### src/rtl/dsm_pkg.sv
package dsm_pkg;

    // Which stream occupies the shared pipeline in a given fast cycle.
    typedef enum logic {
        SLOT_S0 = 1'b0,
        SLOT_S1 = 1'b1
    } slot_e;

endpackage

### src/rtl/dsm_phase.sv
module dsm_phase
    import dsm_pkg::*;
(
    input  logic  clk,
    input  logic  rst,
    output slot_e slot_o
);

    typedef struct packed {
        slot_e slot;
    } phase_t;

    phase_t st_d, st_q;

    always_comb begin
        st_d      = st_q;
        st_d.slot = (st_q.slot == SLOT_S0) ? SLOT_S1 : SLOT_S0;
    end

    always_ff @(posedge clk) begin
        if (rst) st_q <= '0;
        else     st_q <= st_d;
    end

    assign slot_o = st_q.slot;

    // phase inverts every fast cycle
    a_r3_phase_toggles: assert property (@(posedge clk) disable iff (rst)
        (st_q.slot == SLOT_S0) |=> (st_q.slot == SLOT_S1));
    a_r3_phase_toggles_back: assert property (@(posedge clk) disable iff (rst)
        (st_q.slot == SLOT_S1) |=> (st_q.slot == SLOT_S0));
    // first cycle after reset selects stream 0
    a_r3_starts_stream0: assert property (@(posedge clk)
        $past(rst) |-> (st_q.slot == SLOT_S0));

endmodule

### src/rtl/dsm_operand_pipe.sv
module dsm_operand_pipe
    import dsm_pkg::*;
#(
    parameter int OP_W = 18
) (
    input  logic            clk,
    input  logic            rst,
    input  slot_e           slot_i,
    input  logic [OP_W-1:0] a0_i,
    input  logic [OP_W-1:0] b0_i,
    input  logic [OP_W-1:0] a1_i,
    input  logic [OP_W-1:0] b1_i,
    output logic [OP_W-1:0] a_o,
    output logic [OP_W-1:0] b_o,
    output logic            vld_o,
    output slot_e           slot_o
);

    typedef struct packed {
        logic [OP_W-1:0] a;
        logic [OP_W-1:0] b;
        logic            vld;
        slot_e           slot;
    } opnd_t;

    typedef struct packed {
        opnd_t s1;   // mux capture stage
        opnd_t s2;   // second input stage
    } pipe_t;

    pipe_t st_d, st_q;

    always_comb begin
        st_d         = st_q;
        // single 2:1 mux level in front of the first register
        st_d.s1.a    = (slot_i == SLOT_S0) ? a0_i : a1_i;
        st_d.s1.b    = (slot_i == SLOT_S0) ? b0_i : b1_i;
        st_d.s1.vld  = 1'b1;
        st_d.s1.slot = slot_i;
        st_d.s2      = st_q.s1;
    end

    always_ff @(posedge clk) begin
        if (rst) st_q <= '0;
        else     st_q <= st_d;
    end

    assign a_o    = st_q.s2.a;
    assign b_o    = st_q.s2.b;
    assign vld_o  = st_q.s2.vld;
    assign slot_o = st_q.s2.slot;

    // the two input stages carry opposite slots once filled
    a_r2_slots_interleave: assert property (@(posedge clk) disable iff (rst)
        (st_q.s1.vld && st_q.s2.vld) |-> (st_q.s1.slot != st_q.s2.slot));

endmodule

### src/rtl/dsm_mult.sv
module dsm_mult
    import dsm_pkg::*;
#(
    parameter int OP_W = 18
) (
    input  logic              clk,
    input  logic              rst,
    input  logic [OP_W-1:0]   a_i,
    input  logic [OP_W-1:0]   b_i,
    input  logic              vld_i,
    input  slot_e             slot_i,
    output logic [2*OP_W-1:0] p_o,
    output logic              vld_o,
    output slot_e             slot_o
);

    localparam int PR_W = 2 * OP_W;

    typedef struct packed {
        logic [PR_W-1:0] p;
        logic            vld;
        slot_e           slot;
    } mul_t;

    mul_t st_d, st_q;
    logic signed [PR_W-1:0] a_ext, b_ext;

    always_comb begin
        a_ext      = PR_W'($signed(a_i));
        b_ext      = PR_W'($signed(b_i));
        st_d       = st_q;
        st_d.p     = a_ext * b_ext;
        st_d.vld   = vld_i;
        st_d.slot  = slot_i;
    end

    always_ff @(posedge clk) begin
        if (rst) st_q <= '0;
        else     st_q <= st_d;
    end

    assign p_o    = st_q.p;
    assign vld_o  = st_q.vld;
    assign slot_o = st_q.slot;

endmodule

### src/rtl/dsm_realign.sv
module dsm_realign
    import dsm_pkg::*;
#(
    parameter int PR_W = 36
) (
    input  logic            clk,
    input  logic            rst,
    input  logic [PR_W-1:0] p_i,
    input  logic            vld_i,
    input  slot_e           slot_i,
    output logic [PR_W-1:0] out0_o,
    output logic [PR_W-1:0] out1_o,
    output logic            stb_o
);

    typedef struct packed {
        logic [PR_W-1:0] hold0;  // extra stage for the earlier stream
        logic [PR_W-1:0] out0;
        logic [PR_W-1:0] out1;
        logic            stb;
    } algn_t;

    algn_t st_d, st_q;

    always_comb begin
        st_d     = st_q;
        st_d.stb = 1'b0;
        if (vld_i && slot_i == SLOT_S0) begin
            st_d.hold0 = p_i;
        end
        if (vld_i && slot_i == SLOT_S1) begin
            st_d.out0 = st_q.hold0;
            st_d.out1 = p_i;
            st_d.stb  = 1'b1;
        end
    end

    always_ff @(posedge clk) begin
        if (rst) st_q <= '0;
        else     st_q <= st_d;
    end

    assign out0_o = st_q.out0;
    assign out1_o = st_q.out1;
    assign stb_o  = st_q.stb;

    // strobe never on two consecutive cycles
    a_r5_strobe_isolated: assert property (@(posedge clk) disable iff (rst)
        st_q.stb |=> !st_q.stb);
    // outputs hold between strobes
    a_r6_outputs_hold: assert property (@(posedge clk) disable iff (rst)
        !st_q.stb |-> ($stable(st_q.out0) && $stable(st_q.out1)));

endmodule

### src/rtl/dual_stream_mult.sv
module dual_stream_mult
    import dsm_pkg::*;
#(
    parameter int OP_W = 18,
    localparam int PR_W = 2 * OP_W
) (
    input  logic            clk,
    input  logic            rst,
    input  logic [OP_W-1:0] op_a0,
    input  logic [OP_W-1:0] op_b0,
    input  logic [OP_W-1:0] op_a1,
    input  logic [OP_W-1:0] op_b1,
    output logic [PR_W-1:0] prod0,
    output logic [PR_W-1:0] prod1,
    output logic            res_stb
);

    slot_e           phase_q;
    logic [OP_W-1:0] opa_q, opb_q;
    logic            opv_q;
    slot_e           ops_q;
    logic [PR_W-1:0] mp_q;
    logic            mv_q;
    slot_e           ms_q;

    dsm_phase u_phase (
        .clk    (clk),
        .rst    (rst),
        .slot_o (phase_q)
    );

    dsm_operand_pipe #(.OP_W(OP_W)) u_opnd (
        .clk    (clk),
        .rst    (rst),
        .slot_i (phase_q),
        .a0_i   (op_a0),
        .b0_i   (op_b0),
        .a1_i   (op_a1),
        .b1_i   (op_b1),
        .a_o    (opa_q),
        .b_o    (opb_q),
        .vld_o  (opv_q),
        .slot_o (ops_q)
    );

    dsm_mult #(.OP_W(OP_W)) u_mult (
        .clk    (clk),
        .rst    (rst),
        .a_i    (opa_q),
        .b_i    (opb_q),
        .vld_i  (opv_q),
        .slot_i (ops_q),
        .p_o    (mp_q),
        .vld_o  (mv_q),
        .slot_o (ms_q)
    );

    dsm_realign #(.PR_W(PR_W)) u_algn (
        .clk    (clk),
        .rst    (rst),
        .p_i    (mp_q),
        .vld_i  (mv_q),
        .slot_i (ms_q),
        .out0_o (prod0),
        .out1_o (prod1),
        .stb_o  (res_stb)
    );

    // results land only in phase-1 cycles
    a_r5_strobe_phase: assert property (@(posedge clk) disable iff (rst)
        res_stb |-> (phase_q == SLOT_S1));
    // nothing reported while the multiplier stage has no stream 1 data
    a_r7_quiet_until_valid: assert property (@(posedge clk) disable iff (rst)
        !$past(mv_q) |-> !res_stb);

endmodule

### config.mk
export PLATFORM = sky130hd
export DESIGN_NAME = dual_stream_mult
export DESIGN_NICKNAME = d
export VERILOG_FILES = /design/src/rtl/dsm_pkg.sv /design/src/rtl/dsm_phase.sv /design/src/rtl/dsm_operand_pipe.sv /design/src/rtl/dsm_mult.sv /design/src/rtl/dsm_realign.sv /design/src/rtl/dual_stream_mult.sv
export SDC_FILE = /design/constraint.sdc
export NUM_CORES = 1
export LEC_CHECK = 0
export CAP_MARGIN = 5
export CORE_AREA = 2 2 191 193
export CTS_BUF_LIST = sky130_fd_sc_hd__clkbuf_4 sky130_fd_sc_hd__clkbuf_8
export DETAILED_ROUTE_END_ITERATION = 10
export DIE_AREA = 0 0 193 195
export PLACE_DENSITY = 0.9
export SYNTH_ARGS = -nofsm -noshare
export SYNTH_HDL_FRONTEND = slang
export SYNTH_SLANG_ARGS = --single-unit
export TNS_END_PERCENT = 50
### constraint.sdc
create_clock -name clk -period 6.34 [get_ports clk]
set_clock_uncertainty 0.05 [all_clocks]
set_input_delay 1.268 -clock clk [delete_from_list [all_inputs] [get_ports clk]]
set_output_delay 1.268 -clock clk [all_outputs]
set_load 0.05 [all_outputs]
# Word-level counts from Yosys, hierarchy flattened
# Cells that the tools add are included.
# Widths: inputs -> output; s select.
[totals]
ff_bits = 224
latchBits = 0
ram_bits = 0
rom_bits = 0
input_bits = 74
output_inout_bits = 73
mem_count = 0
[classes]
add_sub_neg = 0
multipliers = 1
n_div = 0
magnitude_cmp = 0
eq_ne = 0
n_shift = 0
muxes = 5
n_bitwise = 1
reduce_logical = 2
[ops]
columns = ["cell", "n"]
rows = [
  ["$mux 40", 1],
  ["$mul 18x18->36", 1],
  ["$mux 18", 2],
  ["$logic_and 1x1->1", 2],
  ["$mux 1", 2],
  ["$not 1->1", 1],
]

# Longest topological paths before layout
[logic_depth]
ltp_word = 2
ltp_mapped = 26
ltp_nobuf = 23

# Cells and area by module
# From an unflattened synthesis, not the netlist that was laid out.
[hier_totals]
cells_unflattened = 2059
hier_area_um2 = 20239.4
[by_module_without_submodules]
columns = ["module", "instances", "cells_per_inst", "area_per_inst_um2", "seq_area_each_um2"]
rows = [
  ["dsm_mult", 1, 1392, 12966.2, 760.7],
  ["dsm_realign", 1, 465, 4873.4, 2182.1],
  ["dsm_operand_pipe", 1, 200, 2376.0, 1521.5],
  ["dsm_phase", 1, 2, 23.8, 20.0],
]

# Worst setup path before layout
# Ideal clock, no wire load.
[synth_path]
path_type = "register to register"
start = "register u_opnd.st_q (netlist bit u_opnd.a_o[17])"
end = "register u_mult.st_q (netlist bit u_mult.p_o[33])"
setup_time_ns = 0.121
t_arrival_ns = 5.865
required_time_ns = 6.169
setup_slack_ns = 0.304
path_stages_with_launch = 24
path_buffers = 2
period_less_slack_ns = 6.036
path_cell_list = "dfxtp_1 > clkbuf_1 > clkbuf_1 > nand2_1 > inv_1 > fa_1 > inv_1 > fa_1 > inv_1 > ha_1 > inv_1 > fa_1 > inv_1 > fa_1 > inv_1 > fa_1 > inv_1 > ha_1 > a21oi_1 > a311oi_1 > a31oi_2 > o21ai_2 > a31oi_1 > mux2_2"
[synth_via]
elab_chain_cells = 1
[synth_rtl]
columns = ["element", "line", "rtl"]
rows = [
  ["start, declared", "dsm_operand_pipe.sv:31", "pipe_t st_d, st_q;"],
  ["start signal, assigned", "dsm_operand_pipe.sv:45", "else st_q <= st_d;"],
  ["$mul 18x18->36", "dsm_mult.sv:32", "st_d.p = a_ext * b_ext;"],
  ["end signal, assigned", "dsm_mult.sv:39", "else st_q <= st_d;"],
  ["end, declared", "dsm_mult.sv:25", "mul_t st_d, st_q;"],
]
# Every way passes these cells.
# A chain may end at the register's enable or synchronous reset.

# Worst setup path in the final report
[layout_path]
start = "register u_opnd.st_q (netlist bit u_opnd.b_o[7])"
end = "register u_mult.st_q (netlist bit u_mult.p_o[34])"
# The elaborated chain is that of the path after synthesis.

==> impl_metrics.csv <==
group,metric,value,unit
cts,max-clock-path-buffers,3,
detailed_routing,routedWlPerCell,17.61,µm
power_and_ir_drop,total_leakage_power,10.26,nW
layout,post_route_cells_drive_above_1_share,7.331,%
critical_path,crit_path_launch_type,"flop",
placement,numPlacedInstances,2676,
layout,stdcell_count,2739,
sta,fin_crit_sh,97.07,%
floorplan,die_height,195,µm
power_and_ir_drop,power.clock.fraction,36.7,%
cts,clk_slew_on_worst_s_h_paths,0.07,ns
flow_run,cap_viol_max_count,0,
critical_path,worst-setup-path-type,"reg2reg",
sta,fmaxAchievable,162.5,MHz
yosys,synth_simple_gate_area_share,17.22,%
yosys,synth_compound_area_share,5.749,%
placement,routabilityCongestion,0.9326,
floorplan,starting_density_of_the_core,55.70,%
yosys,synth_area_per_cell,9.048,µm²
floorplan,std_cell_rows,69,
power_and_ir_drop,seq_power_share,42.0,%
detailed_routing,detail-route-antenna-nets,0,
cts,post_cts_setup_buffers,0,
sta,setup_tns,0,ns
yosys,yosysWarnings,0,
cts,post_cts_hold_buffer_count,0,
yosys,postSynth.topFlopCell,"sky130_fd_sc_hd__dfxtp_1",
cts,clkLatencyLatePin,0.55,ns
critical_path,ff2ff_setup_slack,0.19,ns
power_and_ir_drop,sw_frac_of_total,30.27,%
global_route,global_route.usage.met1,30.52,%
yosys,synth_top_family_by_area,"adder cells",
hold_path,holdCritPathClass,"reg2reg",
power_and_ir_drop,power_frac_comb,21.3,%
yosys,yosys_register_bits,224,
global_route,globalRouteTotalUtil,26.71,%
yosys,post_synth_net_total,2675,
power_and_ir_drop,power.density_cell_area,166.2,nW/µm²
yosys,yosys.area_share.adder,39.31,%
layout,design_area,22170,µm²
sta,slew_headroom,25.76,%
global_route,pin_count_of_the_biggest_net_entering_global_routing,149,
power_and_ir_drop,internal-power,2.569,mW
status,outcome,"finished clean",
sta,final-hold-violation-count,0,
cts,clock-sinks,224,
floorplan,design.die.area,37640,µm²
yosys,synthCells,2179,
sta,timing.final.setup_violations,0,
yosys,postSynth.asyncResetShare,0,%
yosys,synth_edf_count,0,
placement,placement_cell_area,21350,µm²
global_route,grt_first_pass_wirelength,79.38,mm
global_route,busiest_layer,"met2",
placement,numPortBuffers,146,
sta,worst-slew-pin-transition,1.114,ns
yosys,post_synth_xor_area_fraction,1.155,%
sta,final_critical_path_time_including_i_o_delays_and_setup,6.154,ns
detailed_routing,detail_route.wirelength,48.23,mm
yosys,synth.mux.area_fraction,2.056,%
floorplan,floorplan.core_area,35400,µm²
layout,commonest_non_fill_non_tap_cells_in_the_layout,"sky130_fd_sc_hd__nand2_1, sky130_fd_sc_hd__inv_1, sky130_fd_sc_hd__fa_1",
cts,tritoncts_clock_tree,"yes",
critical_path,timing.critical_path.to_type,"flop",
floorplan,io-pin-count,147,
placement,dp_hpwl,36.83,mm
critical_path,arrival,6.55,ns
layout,mostFrequentLayoutCell,"sky130_fd_sc_hd__nand2_1",
detailed_routing,detailroute.via_count,14790,
cts,cts_made_buffers,36,
sta,whs,0.3683,ns
global_route,grt_antenna_before_repair,0,
critical_path,regToRegStartpoint,"u_opnd.b_o[7]",
detailed_routing,post-route-drc-count,0,
layout,final_stage_net_count,2749,
critical_path,worst_r2r_endpoint,"u_mult.p_o[34]",
power_and_ir_drop,power,3.684,mW
hold_path,worstHoldEndpoint,"u_algn.st_q[86]",
global_route,met2_usage,47.07,%
detailed_routing,drtIter0Drc,1029,
cts,cts_root_buffer,"sky130_fd_sc_hd__clkbuf_8",
sta,post-route-worst-setup-slack,0.1860,ns
layout,area_growth,12.43,%
critical_path,worst_ep_required_time,6.73,ns
sta,report.final.slew_viol_count,0,
hold_path,holdCritStartpoint,"u_mult.p_o[13]",
detailed_routing,first_pass_detailed_route_iteration_total,9,
power_and_ir_drop,net-switching-power,1.115,mW
yosys,seq_area_frac_synth,22.74,%
yosys,mappedNetlistArea,19720,µm²
power_and_ir_drop,ir_worst_vdd,172.4,µV
hold_path,worstHoldPathCells,2,
cts,clock_tree.htree_level_count,2,
floorplan,fp.dieW,193,µm
critical_path,worst_r2r_path_depth,21,
detailed_routing,viasPerCell,5.399,
global_route,grt_util_met3,4.475,%
global_route,vias_in_the_first_global_route,16460,
layout,insertedDiodeCount,0,
layout,final_util,62.62,%
global_route,overflow,0,
yosys,number_of_distinct_library_cells_after_synthesis,54,
critical_path,worstPathMaxFanout,18,
placement,post-place-ws,-0.02371,ns
## critical path, cell delays in order, from the launching register on
cell and delay (ns):
sky130_fd_sc_hd__dfxtp_1 0.30, sky130_fd_sc_hd__buf_4 0.20, sky130_fd_sc_hd__and2_1 0.18, sky130_fd_sc_hd__fa_1 0.52, sky130_fd_sc_hd__inv_1 0.06, sky130_fd_sc_hd__fa_1 0.47, sky130_fd_sc_hd__fa_1 0.55, sky130_fd_sc_hd__inv_1 0.06
sky130_fd_sc_hd__fa_1 0.51, sky130_fd_sc_hd__fa_1 0.50, sky130_fd_sc_hd__inv_1 0.05, sky130_fd_sc_hd__fa_1 0.47, sky130_fd_sc_hd__inv_1 0.04, sky130_fd_sc_hd__ha_2 0.29, sky130_fd_sc_hd__a21oi_2 0.19, sky130_fd_sc_hd__o21bai_1 0.10
sky130_fd_sc_hd__a221oi_2 0.35, sky130_fd_sc_hd__nand3b_1 0.19, sky130_fd_sc_hd__o211ai_2 0.28, sky130_fd_sc_hd__o211ai_2 0.14, sky130_fd_sc_hd__o21ai_1 0.17, sky130_fd_sc_hd__mux2_2 0.35
## cell type report
class | count | area, µm²
Inverter | 372 | 1396
Clock buffer | 48 | 604.3
Timing Repair Buffer | 207 | 1974
Fill cell | 2650 | 13230
Tap cell | 461 | 576.8
Sequential cell | 224 | 4512
Clock inverter | 15 | 165.2
Multi-Input combinational cell | 1412 | 12940
## kinds of logic (layout without fill, tap and decap cells)
kind of cell	Yosys count	in the layout
and+or+nand+nor	728	728
adders and majority gates	422	422
xor gates and xnor gates	26	26
DFF	224	224
AOI/OAI and AO/OA	196	196
muxes	40	40
buffers and inverters	543	642
## routing by layer
layer	share of wire (%)	routed length [µm]	up-vias
met5	0	0	-
met4	6.5	3124	0
met3	6.3	3045	243
met2	51	24670	654
met1	36	17380	7298
li1	-	-	6592
## cells in the mapped netlist (all sizes together), types with 4 or more instances
cell type	n	share of area (%)
mux2	4	0.23
o211ai	6	0.28
ha	93	5.9
nand3	6	0.15
and2	161	5.1
nor3	11	0.28
nand2	387	7.4
nor2	75	1.4
inv	372	7.1
a21o	7	0.27
clkbuf	88	1.7
fa	329	33
a31oi	6	0.22
xnor2	17	0.76
dfxtp	224	23
o21ai	16	0.44
nand2b	8	0.25
o21a	7	0.27
xor2	9	0.40
mux2i	36	1.8
buf	83	3.0
nor2b	66	2.1
a21oi	140	3.6
## power groups by stage
stage / clock [mW] / sequential [mW] / combinational (mW)
after floorplan: 0 / 1.54 / 0.531
after global placement: 0 / 1.57 / 0.732
after detailed placement: 0 / 1.57 / 0.766
after CTS: 1.37 / 1.54 / 0.776
after global routing: 1.43 / 1.55 / 0.874
final: 1.35 / 1.55 / 0.784
## sequential cells by signal (all words and copies together), names as in the netlist, 18 cells and up
name,count
u_algn.out0_o,36
u_algn.out1_o,36
u_algn.st_q,36
u_mult.p_o,36
u_opnd.a_o,18
u_opnd.b_o,18
u_opnd.st_d,38
## what timing repair did
item | in CTS | in global routing
pin swaps | 0 | 5
setup endpoints to repair | 2 | 12
gates resized for setup | 2 | 24
hold endpoints to repair | 0 | 0
gates cloned | 0 | 0
## how the worst max path moves through the flow
stage / startpoint / end / slack, ns / depth (start not counted)
after floorplan: u_opnd.a_o[17] / u_mult.p_o[33] / 0.30 / 23
after global placement: u_opnd.b_o[12] / u_mult.p_o[28] / 0.24 / 19
after detailed placement: u_opnd.a_o[8] / u_mult.p_o[34] / -0.02 / 19
after CTS: u_opnd.b_o[9] / u_mult.p_o[34] / 0.02 / 19
after global routing: u_opnd.a_o[16] / u_mult.p_o[34] / -0.02 / 21
final: u_opnd.b_o[7] / u_mult.p_o[34] / 0.19 / 21
No activity file was read; power rests on OpenSTA's default activity.
